--- config.mk ---
export PLATFORM = sky130hd
export DESIGN_NAME = commit_thread_pick
export DESIGN_NICKNAME = d
export VERILOG_FILES = /design/src/rtl/commit_thread_pick.sv
export SDC_FILE = /design/constraint.sdc
export NUM_CORES = 1
export LEC_CHECK = 0
export ABC_AREA = 1
export CORE_MARGIN = 1
export CORE_UTILIZATION = 36
export DETAILED_ROUTE_END_ITERATION = 12
export PLACE_DENSITY = 0.74
export SLEW_MARGIN = 20
export SYNTH_ARGS = -nofsm -noshare
export SYNTH_HDL_FRONTEND = slang
export SYNTH_SLANG_ARGS = --single-unit
--- constraint.sdc ---
create_clock -name clk -period 5.91 [get_ports clk]
set_input_delay 0.591 -clock clk [delete_from_list [all_inputs] [get_ports clk]]
set_output_delay 0.591 -clock clk [all_outputs]
set_load 0.02 [all_outputs]
--- src/rtl/commit_thread_pick.sv ---
module commit_thread_pick #(
  parameter int NTHR = 4,
  parameter int SEQW = 8
) (
  input  logic                  clk,
  input  logic                  rst_n,
  input  logic                  policy_oldest,
  input  logic [3*NTHR-1:0]     thr_status,
  input  logic [NTHR-1:0]       head_rdy,
  input  logic [NTHR-1:0]       rob_empty,
  input  logic [SEQW*NTHR-1:0]  head_seq,
  input  logic                  grant_take,
  output logic                  sel_valid,
  output logic [(NTHR>1 ? $clog2(NTHR) : 1)-1:0] sel_tid
);
  localparam int TW = (NTHR > 1) ? $clog2(NTHR) : 1;

  logic [NTHR-1:0]         elig, rr_cand, old_cand;
  logic [NTHR-1:0][TW-1:0] order_q;
  logic                    rr_hit, old_hit;
  logic [TW-1:0]           rr_tid, rr_pos, old_tid;
  logic [SEQW-1:0]         old_seq;

  for (genvar g = 0; g < NTHR; g++) begin : g_elig
    wire [2:0] st = thr_status[3*g +: 3];
    assign elig[g]     = (st == 3'd0) || (st == 3'd1) || (st == 3'd4);
    assign rr_cand[g]  = elig[g] & head_rdy[g];
    assign old_cand[g] = rr_cand[g] & ~rob_empty[g];
  end

  always_comb begin
    rr_hit = 1'b0;
    rr_tid = '0;
    rr_pos = '0;
    for (int p = 0; p < NTHR; p++) begin
      if (!rr_hit && rr_cand[order_q[p]]) begin
        rr_hit = 1'b1;
        rr_tid = order_q[p];
        rr_pos = TW'(p);
      end
    end
  end

  always_comb begin
    old_hit = 1'b0;
    old_tid = '0;
    old_seq = '0;
    for (int i = 0; i < NTHR; i++) begin
      if (old_cand[i] && (!old_hit || head_seq[SEQW*i +: SEQW] < old_seq)) begin
        old_hit = 1'b1;
        old_tid = TW'(i);
        old_seq = head_seq[SEQW*i +: SEQW];
      end
    end
  end

  if (NTHR == 1) begin : g_single
    assign sel_valid = elig[0];
    assign sel_tid   = '0;
  end else begin : g_multi
    assign sel_valid = policy_oldest ? old_hit : rr_hit;
    assign sel_tid   = !sel_valid ? '0 : (policy_oldest ? old_tid : rr_tid);
  end

  wire rotate = grant_take && sel_valid && !policy_oldest && (NTHR > 1);

  always_ff @(posedge clk) begin
    if (!rst_n) begin
      for (int i = 0; i < NTHR; i++) order_q[i] <= TW'(i);
    end else if (rotate) begin
      for (int i = 0; i < NTHR - 1; i++)
        if (TW'(i) >= rr_pos) order_q[i] <= order_q[i+1];
      order_q[NTHR-1] <= rr_tid;
    end
  end

  logic [NTHR-1:0] present;
  logic            older_seen;
  always_comb begin
    present = '0;
    for (int i = 0; i < NTHR; i++) present[order_q[i]] = 1'b1;
    older_seen = 1'b0;
    for (int i = 0; i < NTHR; i++)
      if (old_cand[i] && head_seq[SEQW*i +: SEQW] < head_seq[SEQW*sel_tid +: SEQW])
        older_seen = 1'b1;
  end


  sel_status_ok_chk: assert property (@(posedge clk) disable iff (!rst_n)
    sel_valid |-> (thr_status[3*sel_tid +: 3] inside {3'd0, 3'd1, 3'd4}));


  order_perm_chk: assert property (@(posedge clk) disable iff (!rst_n)
    $countones(present) == NTHR);


  tail_winner_chk: assert property (@(posedge clk) disable iff (!rst_n)
    (NTHR > 1 && grant_take && sel_valid && !policy_oldest) |=> order_q[NTHR-1] == $past(sel_tid));


  order_hold_chk: assert property (@(posedge clk) disable iff (!rst_n)
    !(grant_take && sel_valid && !policy_oldest) |=> $stable(order_q));


  oldest_min_chk: assert property (@(posedge clk) disable iff (!rst_n)
    (NTHR > 1 && sel_valid && policy_oldest) |-> !older_seen);


  idle_zero_chk: assert property (@(posedge clk) disable iff (!rst_n)
    !sel_valid |-> sel_tid == '0);
endmodule

==> flow_metrics.env <==
export IMPL_holdPathStages=2
export IMPL_slew_headroom_pct=76.17
export IMPL_clkLatencyLatePin_ns=0.23
export IMPL_use_met2_pct=32.18
export IMPL_power_density_nw_per_um2=130.7
export IMPL_critPathRequiredTime_ns=5.32
export IMPL_clock_fmax_mhz=181.7
export IMPL_yosysTopAreaCell="nand2_1"
export IMPL_setup_viol=0
export IMPL_grt_max_degree=16
export IMPL_antenna_found_initial=0
export IMPL_dieArea_um2=4121
export IMPL_post_route_period_util_pct=93.13
export IMPL_fin_area_um2=2113
export IMPL_grt_pass1_vias=1517
export IMPL_die_x_um=64.20
export IMPL_vias=1674
export IMPL_status="complete, no violations"
export IMPL_dr_pass1_iters=5
export IMPL_rr_worst_depth=10
export IMPL_die_y_um=64.20
export IMPL_dpl_instance_area_um2=2077
export IMPL_place_inst=344
export IMPL_grtUsageMet3_pct=3.393
export IMPL_grt_setup_unrepaired="no"
export IMPL_cts_htree_levels=1
export IMPL_cts_tree="yes"
export IMPL_cts_root_buf="clkbuf_8"
export IMPL_grt_pass1_wl_um=6465
export IMPL_regMostFlops="order_q"
export IMPL_synth_nets=310
export IMPL_synthCells=233
export IMPL_cts_buffer_depth=2
export IMPL_largest_register_ffs=8
export IMPL_crit_arrival_ns=4.91
export IMPL_netlist_area_um2=1393
export IMPL_ys_types=26
export IMPL_yosysWarnings=0
export IMPL_numCtsBuffers=3
export IMPL_criticalPathCategory="input port to primary output"
export IMPL_core_area_um2=3689
export IMPL_remaining_drc_errors=0
export IMPL_timing_critical_path_mode_cell="nand2_1"
export IMPL_port_buffers=58
export IMPL_drtIter0Drc=72
export IMPL_place_ws_ns=-0.2107
export IMPL_cp_end_kind="primary output"
export IMPL_cp_max_fo=15
export IMPL_ys_seq_area_share_pct=11.50
export IMPL_cts_setup_buffers=0
export IMPL_top_usage_layer="met2"
export IMPL_grt_usage_pct=19.60
export IMPL_synth_seq_cells=8
export IMPL_syn2layout_area_growth_pct=51.75
export IMPL_diodes=0
export IMPL_reg2reg_slack_ns=4.01
export IMPL_final_cell_mix="72 x nand2_1, 56 x clkdlybuf4s50_1, 27 x inv_1"
export IMPL_wl_per_cell_um=10.99
export IMPL_yosysTopAreaCellShare_pct=19.41
export IMPL_antenna_left=0
export IMPL_top_regs="order_q x8"
export IMPL_cts_num_sinks=8
export IMPL_worst_slew_pin_slew_ns=0.3557
export IMPL_p_leak_nw=1.036
export IMPL_fin_crit_ns=5.504
export IMPL_drive_above_1_share_pct=9.365
export IMPL_ir_drop_mv=0.09562
export IMPL_layout_nets=378
export IMPL_grt_overflow=0
export IMPL_dp_hpwl_um=3369
export IMPL_power_mw=0.2761
export IMPL_fillers=360
export IMPL_worst_slack_ns=0.4062
export IMPL_synth_avg_cell_area_um2=5.977
export IMPL_rows=22
export IMPL_finalHoldViolations=0
export IMPL_grtUsageMet1_pct=27.02
export IMPL_io_pins=59
export IMPL_slowest_stage="clkdlybuf4s50_1"
export IMPL_start_util_pct=37.75
export IMPL_tns_ns=0
export IMPL_holdCritPathClass="flip-flop to flip-flop"
export IMPL_synth_area_leaders="nand2_1 19%, ha_1 19%, dfxtp_1 12%"
export IMPL_finalClockSkew_ns=0.006136
export IMPL_crit_path_max_incr_delay_ns=0.45
export IMPL_layout_cells_non_filler=347
export IMPL_startpoint_type="input port"
export IMPL_final_common_cell="nand2_1"
export IMPL_routabilityCongestion=0.8813
export IMPL_drt_wl_total_um=3813
export IMPL_cts_reportedPaths_clkPinSlew_ns=0.04
export IMPL_slew_violations=0
export IMPL_drt_vias_per_instance=4.824
export IMPL_drv_cap=0
[layout make-up]
type / instances / area, µm² / area share, %
Timing Repair Buffer: 65 / 623.1 / 29.48
Inverter: 27 / 101.3 / 4.796
Sequential cell: 8 / 160.2 / 7.578
Tap cell: 48 / 60.06 / 2.842
Clock buffer: 3 / 41.29 / 1.954
Multi-Input combinational cell: 196 / 1127 / 53.35
[layer usage]
metal | wire length, µm | part of all wire (%) | vias to the layer above
met2 | 1657 | 43 | 51
li1 | - | - | 909
met3 | 207 | 5.4 | 2
met1 | 1925 | 50 | 712
met4 | 23 | 0.60 | 0
met5 | 0 | 0 | -
[critical path, delay by kind of cell]
family	cells	cell delay, ns
fa+ha+maj	3	0.87
simple gates	20	1.72
compound gates	7	0.87
buf+inv	4	0.84
[power breakdown]
group	internal (mW)	switching, mW
Combinational	0.0735	0.0731
Clock	0.0442	0.0220
Sequential	0.0585	0.00494
[Yosys cell counts]
| master | number |
|---|---|
| nand2_4 | 5 |
| inv_1 | 27 |
| nor2_8 | 1 |
| o21ai_0 | 27 |
| a31oi_1 | 2 |
| a211oi_1 | 2 |
| nor3_2 | 1 |
| nand3_1 | 6 |
| nor2_1 | 22 |
| a21oi_1 | 18 |
| nor2_4 | 2 |
| o211ai_1 | 2 |
| ha_1 | 21 |
| o22ai_1 | 1 |
| nand3_2 | 1 |
| o2111ai_1 | 1 |
| buf_2 | 1 |
| nand2_1 | 72 |
| o32ai_1 | 1 |
| nor3_1 | 4 |
| a32oi_1 | 1 |
| nor2_2 | 1 |
| dfxtp_1 | 8 |
| nand4_1 | 1 |
| nand2_2 | 4 |
| clkbuf_1 | 1 |
[stage by stage]
stage / hold slack [ns] / util, %
3_5_place_dp: 0.5286 / 56.31
6_report: 0.5338 / 57.29
3_3_place_gp: 0.5246 / 56.31
2_1_floorplan: 0.4776 / -
4_1_cts: 0.5349 / 57.36
5_1_grt: 0.5830 / 57.29
[path summary, 6_finish.rpt]
| kind | from | endpoint |
|---|---|---|
| hold reg to reg | order_q[6]$_SDFFE_PN1P_ | order_q[6]$_SDFFE_PN1P_ |
| setup / recovery | head_rdy[0] | sel_tid[0] |
| setup reg to reg | order_q[0]$_SDFFE_PN0P_ | order_q[7]$_SDFFE_PN1P_ |
| hold / removal | order_q[6]$_SDFFE_PN1P_ | order_q[6]$_SDFFE_PN1P_ |
[kinds of logic after synthesis]
logic type	share of synthesized area, %
simple gates	40.16
buf+inv	7.906
compound gates	21.56
flops	11.50
fa+ha+maj	18.87
[timing repair]
action                                  in CTS  in global routing
resized for setup                            3                  7
endpoints found under the hold margin        0                  0
hold buffers                                 0                  0
endpoints found under the setup margin       2                  2
No activity file was read; power rests on OpenSTA's default activity.
